===== src/rtl/sdr_seq_pkg.sv =====
package sdr_seq_pkg;
  // {cs_n, ras_n, cas_n, we_n}
  localparam logic [3:0] CMD_NOP = 4'b0111;
  localparam logic [3:0] CMD_PRE = 4'b0010;
  localparam logic [3:0] CMD_REF = 4'b0001;
  localparam logic [3:0] CMD_MRS = 4'b0000;

  typedef enum logic [4:0] {
    ST_PWRUP, ST_PRE, ST_WAIT_RP, ST_IREF, ST_WAIT_IREF, ST_MRS, ST_WAIT_MRD,
    ST_IDLE, ST_AREF, ST_WAIT_AREF, ST_FREF1, ST_WAIT_F1, ST_FREF2, ST_WAIT_F2,
    ST_SR_ENTER, ST_SR_HOLD, ST_SR_EXIT
  } seq_state_e;

  function automatic int ceil_cyc(int t_ns, int per_ps);
    return (t_ns * 1000 + per_ps - 1) / per_ps;
  endfunction

  function automatic int bl_code(int bl);
    case (bl)
      1: return 0;
      2: return 1;
      4: return 2;
      8: return 3;
      default: return 7;  // full page
    endcase
  endfunction

  function automatic int mode_word(int cl, int bl, int interleave);
    return (cl << 4) | ((interleave != 0 ? 1 : 0) << 3) | bl_code(bl);
  endfunction
endpackage


===== src/rtl/seq_delay.sv =====
module seq_delay #(
  parameter int W       = 16,
  parameter int RST_VAL = 2
) (
  input  logic         clk_i,
  input  logic         rst_ni,
  input  logic         load_i,
  input  logic [W-1:0] val_i,
  output logic         done_o
);
  logic [W-1:0] cnt_q;

  always_ff @(posedge clk_i or negedge rst_ni) begin
    if (!rst_ni)          cnt_q <= W'(RST_VAL);
    else if (load_i)      cnt_q <= val_i;
    else if (cnt_q != '0) cnt_q <= cnt_q - 1'b1;
  end

  assign done_o = (cnt_q <= W'(1));
endmodule


===== src/rtl/refresh_ticker.sv =====
module refresh_ticker #(
  parameter int N_REFI   = 1560,
  parameter int PEND_MAX = 8
) (
  input  logic clk_i,
  input  logic rst_ni,
  input  logic en_i,
  input  logic clr_i,
  input  logic dec_i,
  output logic owed_o,
  output logic full_o
);
  localparam int CNT_W  = $clog2(N_REFI);
  localparam int PEND_W = $clog2(PEND_MAX + 1);

  logic [CNT_W-1:0]  cnt_q;
  logic [PEND_W-1:0] pend_q;
  logic              tick, inc;

  assign tick   = en_i && (cnt_q == CNT_W'(N_REFI - 1));
  assign full_o = (pend_q == PEND_W'(PEND_MAX));
  assign owed_o = (pend_q != '0);
  assign inc    = tick && !full_o;  // saturate once the deadline is blown

  always_ff @(posedge clk_i or negedge rst_ni) begin
    if (!rst_ni) begin
      cnt_q  <= '0;
      pend_q <= '0;
    end else if (clr_i) begin
      cnt_q  <= '0;
      pend_q <= '0;
    end else begin
      if (en_i) cnt_q <= tick ? '0 : cnt_q + 1'b1;
      case ({inc, dec_i})
        2'b10:   pend_q <= pend_q + 1'b1;
        2'b01:   pend_q <= pend_q - 1'b1;
        default: pend_q <= pend_q;
      endcase
    end
  end

  a_r6_pend_bound: assert property (@(posedge clk_i) disable iff (!rst_ni)
    pend_q <= PEND_W'(PEND_MAX));
  a_r6_no_dec_empty: assert property (@(posedge clk_i) disable iff (!rst_ni)
    dec_i |-> owed_o);
endmodule


===== src/rtl/sdram_init_refresh_seq.sv =====
module sdram_init_refresh_seq
  import sdr_seq_pkg::*;
#(
  parameter int CLK_PERIOD_PS   = 10000,
  parameter int T_INIT_NS       = 100000,
  parameter int T_RP_NS         = 20,
  parameter int T_RC_NS         = 70,
  parameter int T_REFI_NS       = 15600,
  parameter int MRD_CYC         = 2,
  parameter int INIT_REFS       = 8,
  parameter int PEND_MAX        = 8,
  parameter int ADDR_W          = 12,
  parameter int BANK_W          = 2,
  parameter int CAS_LAT         = 3,
  parameter int BURST_LEN       = 8,
  parameter int WRAP_INTERLEAVE = 0
) (
  input  logic              clk_i,
  input  logic              rst_ni,
  input  logic              sr_req_i,
  input  logic              refresh_grant_i,
  output logic              cs_no,
  output logic              ras_no,
  output logic              cas_no,
  output logic              we_no,
  output logic              cke_o,
  output logic [ADDR_W-1:0] addr_o,
  output logic [BANK_W-1:0] ba_o,
  output logic              init_done_o,
  output logic              refresh_req_o
);
  localparam int N_PWR  = ceil_cyc(T_INIT_NS, CLK_PERIOD_PS);
  localparam int N_RP   = ceil_cyc(T_RP_NS, CLK_PERIOD_PS);
  localparam int N_RC   = ceil_cyc(T_RC_NS, CLK_PERIOD_PS);
  localparam int N_REFI = ceil_cyc(T_REFI_NS, CLK_PERIOD_PS);
  localparam int TMR_W  = $clog2(N_PWR + 2) + 1;
  localparam int IREF_W = $clog2(INIT_REFS + 1);
  localparam logic [ADDR_W-1:0] MODE_ADDR = ADDR_W'(mode_word(CAS_LAT, BURST_LEN, WRAP_INTERLEAVE));
  localparam logic [ADDR_W-1:0] PALL_ADDR = ADDR_W'(1 << 10);

  seq_state_e        state_q, state_d;
  logic [3:0]        cmd;
  logic              tmr_load, tmr_done, ref_issue, sr_act;
  logic [TMR_W-1:0]  tmr_val;
  logic [IREF_W-1:0] iref_cnt_q;
  logic              init_done_q, owed, pend_full;

  seq_delay #(.W(TMR_W), .RST_VAL(N_PWR)) u_delay (
    .clk_i, .rst_ni, .load_i(tmr_load), .val_i(tmr_val), .done_o(tmr_done)
  );

  assign sr_act = (state_q == ST_SR_ENTER) || (state_q == ST_SR_HOLD) || (state_q == ST_SR_EXIT);

  refresh_ticker #(.N_REFI(N_REFI), .PEND_MAX(PEND_MAX)) u_ticker (
    .clk_i, .rst_ni, .en_i(init_done_q && !sr_act), .clr_i(sr_act),
    .dec_i(ref_issue), .owed_o(owed), .full_o(pend_full)
  );

  always_comb begin
    state_d   = state_q;
    cmd       = CMD_NOP;
    cke_o     = 1'b1;
    addr_o    = '0;
    tmr_load  = 1'b0;
    tmr_val   = TMR_W'(N_RC - 1);
    ref_issue = 1'b0;
    case (state_q)
      ST_PWRUP:     if (tmr_done) state_d = ST_PRE;
      ST_PRE: begin
        cmd = CMD_PRE; addr_o = PALL_ADDR;
        tmr_load = 1'b1; tmr_val = TMR_W'(N_RP - 1);
        state_d = ST_WAIT_RP;
      end
      ST_WAIT_RP:   if (tmr_done) state_d = ST_IREF;
      ST_IREF: begin
        cmd = CMD_REF; tmr_load = 1'b1; state_d = ST_WAIT_IREF;
      end
      ST_WAIT_IREF: if (tmr_done) state_d = (iref_cnt_q == IREF_W'(INIT_REFS)) ? ST_MRS : ST_IREF;
      ST_MRS: begin
        cmd = CMD_MRS; addr_o = MODE_ADDR;
        tmr_load = 1'b1; tmr_val = TMR_W'(MRD_CYC - 1);
        state_d = ST_WAIT_MRD;
      end
      ST_WAIT_MRD:  if (tmr_done) state_d = ST_IDLE;
      ST_IDLE: begin
        if (pend_full)                    state_d = ST_FREF1;
        else if (refresh_grant_i && owed) state_d = ST_AREF;
        else if (sr_req_i)                state_d = ST_SR_ENTER;
      end
      ST_AREF: begin
        cmd = CMD_REF; tmr_load = 1'b1; ref_issue = 1'b1; state_d = ST_WAIT_AREF;
      end
      ST_WAIT_AREF: if (tmr_done) state_d = ST_IDLE;
      ST_FREF1: begin
        cmd = CMD_REF; tmr_load = 1'b1; ref_issue = 1'b1; state_d = ST_WAIT_F1;
      end
      ST_WAIT_F1:   if (tmr_done) state_d = ST_FREF2;
      ST_FREF2: begin
        cmd = CMD_REF; tmr_load = 1'b1; ref_issue = 1'b1; state_d = ST_WAIT_F2;
      end
      ST_WAIT_F2:   if (tmr_done) state_d = ST_IDLE;
      ST_SR_ENTER: begin
        cmd = CMD_REF; cke_o = 1'b0; state_d = ST_SR_HOLD;
      end
      ST_SR_HOLD: begin
        cke_o = 1'b0;
        if (!sr_req_i) begin
          // exit registers on 2nd edge after CKE high, then a full row cycle
          tmr_load = 1'b1; tmr_val = TMR_W'(N_RC + 1);
          state_d = ST_SR_EXIT;
        end
      end
      ST_SR_EXIT:   if (tmr_done) state_d = ST_IDLE;
      default:      state_d = ST_PWRUP;
    endcase
  end

  always_ff @(posedge clk_i or negedge rst_ni) begin
    if (!rst_ni) begin
      state_q     <= ST_PWRUP;
      iref_cnt_q  <= '0;
      init_done_q <= 1'b0;
    end else begin
      state_q <= state_d;
      if (state_q == ST_IREF) iref_cnt_q <= iref_cnt_q + 1'b1;
      if (state_q == ST_WAIT_MRD && tmr_done) init_done_q <= 1'b1;
    end
  end

  assign {cs_no, ras_no, cas_no, we_no} = cmd;
  assign ba_o          = '0;
  assign init_done_o   = init_done_q;
  assign refresh_req_o = (state_q == ST_IDLE) && owed;

  a_r2_mrs_after_refs: assert property (@(posedge clk_i) disable iff (!rst_ni)
    (cmd == CMD_MRS) |-> (iref_cnt_q == IREF_W'(INIT_REFS)));
  a_r4_done_sticky: assert property (@(posedge clk_i) disable iff (!rst_ni)
    init_done_o |=> init_done_o);
  a_r5_req_held: assert property (@(posedge clk_i) disable iff (!rst_ni)
    $fell(refresh_req_o) |-> ($past(refresh_grant_i) || $past(pend_full) || $past(sr_req_i)));
  a_r8_quiet_after_cke: assert property (@(posedge clk_i) disable iff (!rst_ni)
    $rose(cke_o) |=> (cmd == CMD_NOP));
  a_r9_ref_spacing: assert property (@(posedge clk_i) disable iff (!rst_ni)
    (cmd == CMD_REF) |=> (cmd == CMD_NOP));
endmodule


===== config.mk =====
export PLATFORM = sky130hd
export DESIGN_NAME = sdram_init_refresh_seq
export DESIGN_NICKNAME = d
export VERILOG_FILES = /design/src/rtl/sdr_seq_pkg.sv /design/src/rtl/seq_delay.sv /design/src/rtl/refresh_ticker.sv /design/src/rtl/sdram_init_refresh_seq.sv
export SDC_FILE = /design/constraint.sdc
export NUM_CORES = 1
export LEC_CHECK = 0
export CAP_MARGIN = 30
export CORE_ASPECT_RATIO = 0.9
export CORE_MARGIN = 5
export CORE_UTILIZATION = 35
export DETAILED_ROUTE_END_ITERATION = 12
export PLACE_DENSITY_LB_ADDON = 0.05
export SYNTH_ARGS = -nofsm -noshare
export SYNTH_HDL_FRONTEND = slang
export SYNTH_SLANG_ARGS = --single-unit

===== constraint.sdc =====
create_clock -name clk_i -period 3.9 [get_ports clk_i]
set_input_delay 0.78 -clock clk_i [delete_from_list [all_inputs] [get_ports clk_i]]
set_output_delay 0.78 -clock clk_i [all_outputs]
set_load 0.01 [all_outputs]

==> results of run 1 <==
## cell families after synthesis
| family | Yosys count | share of synthesized area |
|---|---|---|
| compound gates | 74 | 0.183 |
| xor+xnor | 16 | 0.0538 |
| fa+ha+maj | 7 | 0.0319 |
| buf+inv | 43 | 0.0894 |
| flops | 40 | 0.367 |
| mux | 7 | 0.0265 |
| other cells | 1 | 0.00137 |
| simple gates | 120 | 0.246 |
## cell usage in the layout (no fill, tap or decap), types with 10 or more instances in the layout
cell | synthesis | layout
a21oi_1 | 18 | 18
clkdlybuf4s50_1 | 0 | 13
conb_1 | 1 | 10
dfrtp_1 | 35 | 35
inv_1 | 12 | 12
nand2_1 | 19 | 19
nor2_1 | 30 | 30
nor3_1 | 11 | 11
o21ai_0 | 12 | 12
xnor2_1 | 11 | 11
## state kept, by name (all words and copies together) (netlist names)
signal	cells
u_delay.cnt_q	15
u_ticker.cnt_q	11
iref_cnt_q	4
u_ticker.pend_q	4
init_done_o	1
state_q	5
## worst max-delay path, cell delays in order, from the launching register on
cell,delay [ns]
dfrtp_1,0.58
nand2b_1,0.29
or3_1,0.39
nor2_1,0.14
or3_1,0.12
clkdlybuf4s50_1,0.53
## layer usage
| metal | up-vias | share of wire | GRT usage |
|---|---|---|---|
| met2 | 42 | 0.45 | 0.198 |
| li1 | 1093 | - | - |
| met5 | - | 0 | 0 |
| met3 | 5 | 0.043 | 0.0252 |
| met1 | 1044 | 0.50 | 0.192 |
| met4 | 0 | 0.0072 | 0.0367 |
## through the flow
step                      setup WS [ns]  cells
after floorplan                    1.50    317
after global placement             1.14    398
after detailed placement           1.10    399
after CTS                         0.770    407
after global routing              0.621    407
final                             0.777    407
## cell type report
cell class	instances	area [sq um]
fill	763	4600
multi-input combinational	234	1520
tap	96	120
clock inverter	3	42.5
inverter	12	45.0
sequential	40	1010
clock buffer	5	68.8
timing repair buffer	17	170
## power groups by stage
stage	combinational [W]	sequential, W	clock (W)
after floorplan	0.0000121	0.000423	0
after global placement	0.0000174	0.000423	0
after detailed placement	0.0000197	0.000423	0
after CTS	0.0000198	0.000415	0.000362
after global routing	0.0000221	0.000415	0.000378
final	0.0000188	0.000415	0.000344
## final timing paths
| check | start | end | slack, ns | cells past startpoint |
|---|---|---|---|---|
| setup / recovery | state_q[3] | cas_no | 0.78 | 5 |
| max in group asynchronous | rst_ni | u_delay.cnt_q[4] | 3.03 | 2 |
| setup reg to reg | u_ticker.cnt_q[8] | u_ticker.pend_q[3] | 1.20 | 10 |
| min in group clk_i | iref_cnt_q[3] | iref_cnt_q[3] | 0.48 | 1 |
| hold reg to reg | iref_cnt_q[3] | iref_cnt_q[3] | 0.48 | 1 |
| hold / removal | rst_ni | u_delay.cnt_q[0] | 0.36 | 1 |
==> metrics.cfg, run 1 <==
[run]
maxCapViolations=0

[timing]
setup_viol=0
report.final.slew_viol_count=0
finalSetupTns_ns=0
max_freq_mhz=320
timing.slew.headroom=0.569
period_minus_slack_ns=3.12
skew_ns=0.0127
fin_crit_sh=0.801
fin_hold_ws_ns=0.356
rsz0062_at_grt=no
hold_violations=0
tightest_slew_ns=0.646

[floorplan]
die_y_um=94.0
start_util=0.362
die_w_um=103
num_rows=30
core_sq_um=7580
io_pins=25
die_area_sq_um=9710

[power]
p_switching_w=0.000168
swShare=0.217
vdd_drop_max_v=0.000131
finalPower_w=0.000777
p_comb_frac=0.024
p_seq_frac=0.533
p_leak_nw=1.30
p_per_area_nw_per_um2=261
p_int_w=0.000609
p_clk_frac=0.442

[global_route]
grt.overflow.total=0
antenna_found_initial=0
track_usage=0.132
grt_pass1_wl_mm=10.2
first_global_vias=2071
grt_max_degree=32

[place]
numPortBuffers=14
gp_congestion=0.809
hpwl_mm=4.31
dpl_cell_area_sq_um=2870

[clock_tree]
tritoncts=yes
cts_resized=0
cts.sinks=40
clock_path_buffers=2
cts.clk_slew.worst_paths_ns=0.08
numCtsBuffers=5
cts_setup_buffers=0
cts_root_buffer=clkbuf_8
htree_levels=2
insertion_delay_ns=0.29
hold_buffers=0

[final_layout]
drive_above_1_share=0.103
final_nets=321
antennaDiodeCount=0
syn_to_final_growth_pct=8.58
final_util=0.393
fin_area_sq_um=2980

[yosys]
synth_warnings=0
synth_commonest_cells=35 x dfrtp_1, 30 x nor2_1, 19 x nand2_1, 18 x a21oi_1, 14 x buf_4
synth_edf_count=0
synthTopCellsByArea=dfrtp_1 32%, dfstp_2 4.8%, nor2_1 4.1%
syn_inst=308
synth-seq-cells=40
synthFlopType=dfrtp_1
async_flop_share=1.00
synthDistinctLibCells=67
mappedNetlistArea_sq_um=2740
synth_area_leader_cell=dfrtp_1
synth.top_cell.area_share=0.319
syn_area_per_cell_sq_um=8.90
synth_seq_area_share=0.367
yosysMostFrequentCell=dfrtp_1

[detailed_routing]
drc=0
drt_iter0_drc=101
vias=2184
wl_mm=6.11
vias_per_cell=5.37
avgRoutedWirePerCell_um=15.0
final_antenna_net_count=0
dr.pass1.iters=4

[setup_path]
critPathArrivalTime_ns=2.34
start_kind=register
crit_type=reg -> out
cp_max_fo=19
end_kind=primary output
worstPathRequired_ns=3.12

[outcome]
status=completed

[hold_path]
min_path_type=in -> async

No activity file was read; power rests on OpenSTA's default activity.
==> inputs of run 2 (changes only) <==
==> constraint.sdc (replaced) <==
create_clock -name clk_i -period 2.85 [get_ports clk_i]
set_input_delay 0.57 -clock clk_i [delete_from_list [all_inputs] [get_ports clk_i]]
set_output_delay 0.57 -clock clk_i [all_outputs]
set_load 0.01 [all_outputs]
==> metrics.cfg, run 2 (same netlist as run 1, synthesis figures left out) <==
[outcome]
status=completed

[floorplan]
die_area_sq_um=9710  ; unchanged
die_y_um=94.0  ; unchanged
num_rows=30  ; unchanged
start_util=0.362  ; unchanged
io_pins=25  ; unchanged
core_sq_um=7580  ; unchanged
die_w_um=103  ; unchanged

[hold_path]
min_path_type=in -> async

[clock_tree]
cts.sinks=40  ; unchanged
cts_resized=0  ; unchanged
hold_buffers=0  ; unchanged
insertion_delay_ns=0.30  ; about the same
cts_setup_buffers=0  ; unchanged
tritoncts=yes
cts.clk_slew.worst_paths_ns=0.09  ; about the same
htree_levels=2  ; unchanged
numCtsBuffers=5  ; unchanged
clock_path_buffers=2  ; unchanged
cts_root_buffer=clkbuf_8

[final_layout]
final_nets=329  ; +2.5%
fillers=772  ; +1.2%
syn_to_final_growth_pct=10.5
largest_reg_flops=15  ; unchanged
final_cell_mix=35 x dfrtp_1, 30 x nor2_1, 19 x nand2_1
regMostFlops=u_delay.cnt_q
drive_above_1_share=0.125  ; +0.0225
antennaDiodeCount=0  ; unchanged
layout_commonest_cell=dfrtp_1
reg_top3=u_delay.cnt_q (15), u_ticker.cnt_q (11), state_q (5)

[timing]
skew_ns=0.00877  ; -0.00389 ns
timing.slew.headroom=0.658  ; +0.0889
report.final.slew_viol_count=0  ; unchanged
tightest_slew_ns=0.513  ; -0.133 ns
rsz0062_at_grt=no
fin_crit_sh=0.933
max_freq_mhz=376
setup_viol=0  ; unchanged
finalSetupTns_ns=0  ; unchanged
hold_violations=0  ; unchanged
period_minus_slack_ns=2.66
fin_hold_ws_ns=0.159  ; -0.196 ns

[detailed_routing]
avgRoutedWirePerCell_um=14.8  ; -1.6%
wl_mm=6.13  ; +0.38%
final_antenna_net_count=0  ; unchanged
dr.pass1.iters=5  ; +1
vias=2244  ; +2.7%
vias_per_cell=5.41  ; +0.77%
drc=0  ; unchanged
drt_iter0_drc=116  ; +15%

[global_route]
grtUsageMet2=0.191  ; -0.00694
grt_max_degree=27  ; -16%
antenna_found_initial=0  ; unchanged
globalRouteMet3Util=0.0252  ; unchanged
grtUsageMet1=0.207  ; +0.0152
grt.overflow.total=0  ; unchanged
grt.busiest_layer=met1
track_usage=0.135  ; +0.00289
first_global_vias=2021  ; -2.4%
grt_pass1_wl_mm=10.4  ; +1.4%

[setup_path]
worstPathRequired_ns=2.28  ; -0.84 ns
worstReg2RegStart=u_ticker.cnt_q[8]
crit_cells=5  ; unchanged
r2r_cells=10  ; unchanged
critPathArrivalTime_ns=2.09  ; -0.25 ns
end_kind=primary output
cp_slowest_cell=clkdlybuf4s50_1
crit_family=simple AND/OR/NAND/NOR gates
cp_max_fo=4  ; -15
startpoint=state_q[3]
cp_slowest_stage_delay_ns=0.52  ; -0.06 ns
crit_type=reg -> out
worst_path_most_repeated_cell=or3_1
start_kind=register
critical_path_buf_inv_count=1  ; unchanged
path_cells=nand2b_1 > or3_1 > nor2_1 > or3_1 > clkdlybuf4s50_1

[place]
numPortBuffers=14  ; unchanged
hpwl_mm=4.35  ; +0.90%
gp_congestion=0.847  ; +4.7%

[power]
p_per_area_nw_per_um2=356  ; +36%
vdd_drop_max_v=0.000265  ; +100%
p_leak_nw=1.34  ; +3.0%

[run]
maxCapViolations=0  ; unchanged

run 2: final timing paths:
| kind | to | slack [ns] |
|---|---|---|
| setup / recovery | cas_no | 0.19 |
| hold / removal | state_q[3] | 0.16 |
| setup reg to reg | u_ticker.pend_q[3] | 0.26 |
| hold reg to reg | iref_cnt_q[3] | 0.48 |
| max in group asynchronous | u_delay.cnt_q[4] | 1.97 |
| min in group clk_i | iref_cnt_q[3] | 0.48 |
run 2: metrics by stage:
step           utilization  instances  power [W]  setup WS, ns  cell area (sq um)
2_1_floorplan            -        317   0.000595         0.450               2780
3_3_place_gp         0.384        407   0.000603         0.365               2910
3_5_place_dp         0.384        407   0.000603         0.299               2910
4_1_cts              0.400        415    0.00110         0.184               3030
5_1_grt              0.400        415    0.00113        0.0249               3030
6_report             0.400        415    0.00108         0.192               3030
run 2: cell type report:
cell class,instances,area (sq um),area share
Multi-Input combinational cell,234,1520,0.503
Clock buffer,5,68.8,0.0227
Tap cell,96,120,0.0396
Clock inverter,3,47.5,0.0157
Timing Repair Buffer,25,218,0.0718
Inverter,12,45.0,0.0149
Sequential cell,40,1010,0.332
run 2: layer usage:
layer  part of all wire  vias up
met1               0.51     1073
met4             0.0082        0
met2               0.43       60
met5                  0        -
met3              0.049        4
li1                   -     1107
run 2: power by group:
group / switching (W) / total [W] / internal (W)
sequential: 0 / 0.000567 / 0.000567
clock: 0.000223 / 0.000487 / 0.000264
combinational: 0.0000191 / 0.0000235 / 0.00000440
total: 0.000242 / 0.00108 / 0.000836
==> inputs of run 3 (changes only) <==
--- a/config.mk
+++ b/config.mk
@@ -5,11 +5,12 @@
 export SDC_FILE = /design/constraint.sdc
 export NUM_CORES = 1
 export LEC_CHECK = 0
-export CAP_MARGIN = 30
+export CAP_MARGIN = 20
 export CORE_ASPECT_RATIO = 0.9
 export CORE_MARGIN = 5
 export CORE_UTILIZATION = 35
 export DETAILED_ROUTE_END_ITERATION = 12
+export MAX_ROUTING_LAYER = met4
 export PLACE_DENSITY_LB_ADDON = 0.05
 export SYNTH_ARGS = -nofsm -noshare
 export SYNTH_HDL_FRONTEND = slang
==> metrics.cfg, run 3 (same netlist as run 1, synthesis figures left out) <==
[floorplan]
io_pins=25  ; unchanged
start_util=0.362  ; unchanged
core_sq_um=7580  ; unchanged
die_y_um=94.0  ; unchanged
num_rows=30  ; unchanged
die_area_sq_um=9710  ; unchanged
die_w_um=103  ; unchanged

[place]
placedCellCount=407  ; unchanged
numPortBuffers=14  ; unchanged
hpwl_mm=4.35  ; unchanged
post-place-ws_ns=0.299  ; unchanged
gp_congestion=0.860  ; +1.6%

[detailed_routing]
vias_per_cell=5.31  ; -1.7%
highest_layer=met4
dr.pass1.iters=4  ; -1
final_antenna_net_count=0  ; unchanged
dr_wl_met3_um=215  ; -29%
drc=0  ; unchanged
wl_met2_mm=2.66  ; +0.64%
drt_iter0_drc=121  ; +4.3%
avgRoutedWirePerCell_um=14.8  ; about the same
vias=2205  ; -1.7%
wl_met1_mm=3.22  ; +2.8%
wl_mm=6.13  ; about the same

[timing]
rsz0062_at_grt=no
timing.slew.headroom=0.662  ; +0.00416
fin_ws_ns=0.201  ; +0.00918 ns
period_minus_slack_ns=2.65  ; -0.00918 ns
hold_violations=0  ; unchanged
setup_viol=0  ; unchanged
tightest_slew_ns=0.506  ; -0.00625 ns
fin_crit_sh=0.930  ; -0.00322
max_freq_mhz=377  ; +0.35%
skew_ns=0.00967  ; +0.000903 ns
finalSetupTns_ns=0  ; unchanged
report.final.slew_viol_count=0  ; unchanged

[global_route]
antenna_found_initial=0  ; unchanged
grt_pass1_wl_mm=10.3  ; about the same
track_usage=0.138  ; +0.00360
first_global_vias=2020  ; -0.049%
grt.overflow.total=0  ; unchanged
grt_max_degree=27  ; unchanged

[final_layout]
antennaDiodeCount=0  ; unchanged
final_cells=415  ; unchanged
syn_to_final_growth_pct=10.5  ; unchanged
final_util=0.400  ; unchanged
fillers=772  ; unchanged
reg_top3=u_delay.cnt_q (15), u_ticker.cnt_q (11), state_q (5)
final_nets=329  ; unchanged
final_cell_mix=35 x dfrtp_1, 30 x nor2_1, 19 x nand2_1
regMostFlops=u_delay.cnt_q
layout_commonest_cell=dfrtp_1
drive_above_1_share=0.125  ; unchanged
largest_reg_flops=15  ; unchanged

[clock_tree]
cts_setup_buffers=0  ; unchanged
cts.clk_slew.worst_paths_ns=0.09  ; about the same
hold_buffers=0  ; unchanged
clock_path_buffers=2  ; unchanged
tritoncts=yes
htree_levels=2  ; unchanged
cts_resized=0  ; unchanged
cts.sinks=40  ; unchanged
cts_root_buffer=clkbuf_8
numCtsBuffers=5  ; unchanged
insertion_delay_ns=0.30  ; about the same

[setup_path]
start_kind=register
crit_type=reg -> out
cp_slowest_cell=clkdlybuf4s50_1
critPathArrivalTime_ns=2.08  ; about the same
worst_path_most_repeated_cell=or3_1
cp_max_fo=4  ; unchanged
cp_slowest_stage_delay_ns=0.52  ; about the same
path_cells=nand2b_1 > or3_1 > nor2_1 > or3_1 > clkdlybuf4s50_1
end_kind=primary output
worstPathRequired_ns=2.28  ; about the same

[outcome]
status=completed

[power]
vdd_drop_max_v=0.000265  ; about the same
finalPower_w=0.00108  ; -0.11%
p_per_area_nw_per_um2=355  ; -0.11%
p_leak_nw=1.34  ; unchanged

[hold_path]
min_path_type=in -> async

[run]
maxCapViolations=0  ; unchanged

-- run 3: cell counts in the layout (fill, tap and decap cells not counted) --
Identical to the previous run, type by type.
-- run 3: layer usage --
metal / vias up / global-route usage
met5: - / -
met4: 0 / 0.0356
met3: 2 / 0.0252
met2: 38 / 0.192
met1: 1055 / 0.206
li1: 1110 / -
-- run 3: area by class of cell --
class                   count  area, sq um  share of cell area
flip-flops and latches     40         1010               0.332
clock inverters             3         47.5              0.0157
inverters                  12         45.0              0.0149
clock buffers               5         68.8              0.0227
well taps                  96          120              0.0396
repair buffers             25          218              0.0718
multi-input cells         234         1520               0.503
-- run 3: worst paths after layout --
path,startpoint,endpoint,slack [ns],cells after the start
hold reg to reg,iref_cnt_q[3],iref_cnt_q[3],0.48,1
setup / recovery,state_q[3],cas_no,0.20,5
max in group asynchronous,rst_ni,u_delay.cnt_q[4],1.97,2
hold / removal,rst_ni,state_q[3],0.16,1
setup reg to reg,u_ticker.cnt_q[8],u_ticker.pend_q[3],0.26,10
min in group clk_i,iref_cnt_q[3],iref_cnt_q[3],0.48,1
-- run 3: through the flow --
stage               cell area, sq um  hold slack [ns]
CTS                             3030            0.169
global placement                2910            0.466
global route                    3030            0.175
finish                          3030            0.160
detailed placement              2910            0.467
floorplan                       2780            0.274
-- run 3: worst max-delay path, delay by kind of cell (launching register included) --
| family | cells | cell delay, ns |
|---|---|---|
| buffers and inverters | 1 | 0.52 |
| and+or+nand+nor | 4 | 0.88 |
| DFF | 1 | 0.38 |
-- run 3: report_power, final --
| group | internal [W] | total, W | switching, W |
|---|---|---|---|
| sequential | 0.000567 | 0.000567 | 0 |
| clock | 0.000264 | 0.000486 | 0.000222 |
| combinational | 0.00000440 | 0.0000234 | 0.0000190 |
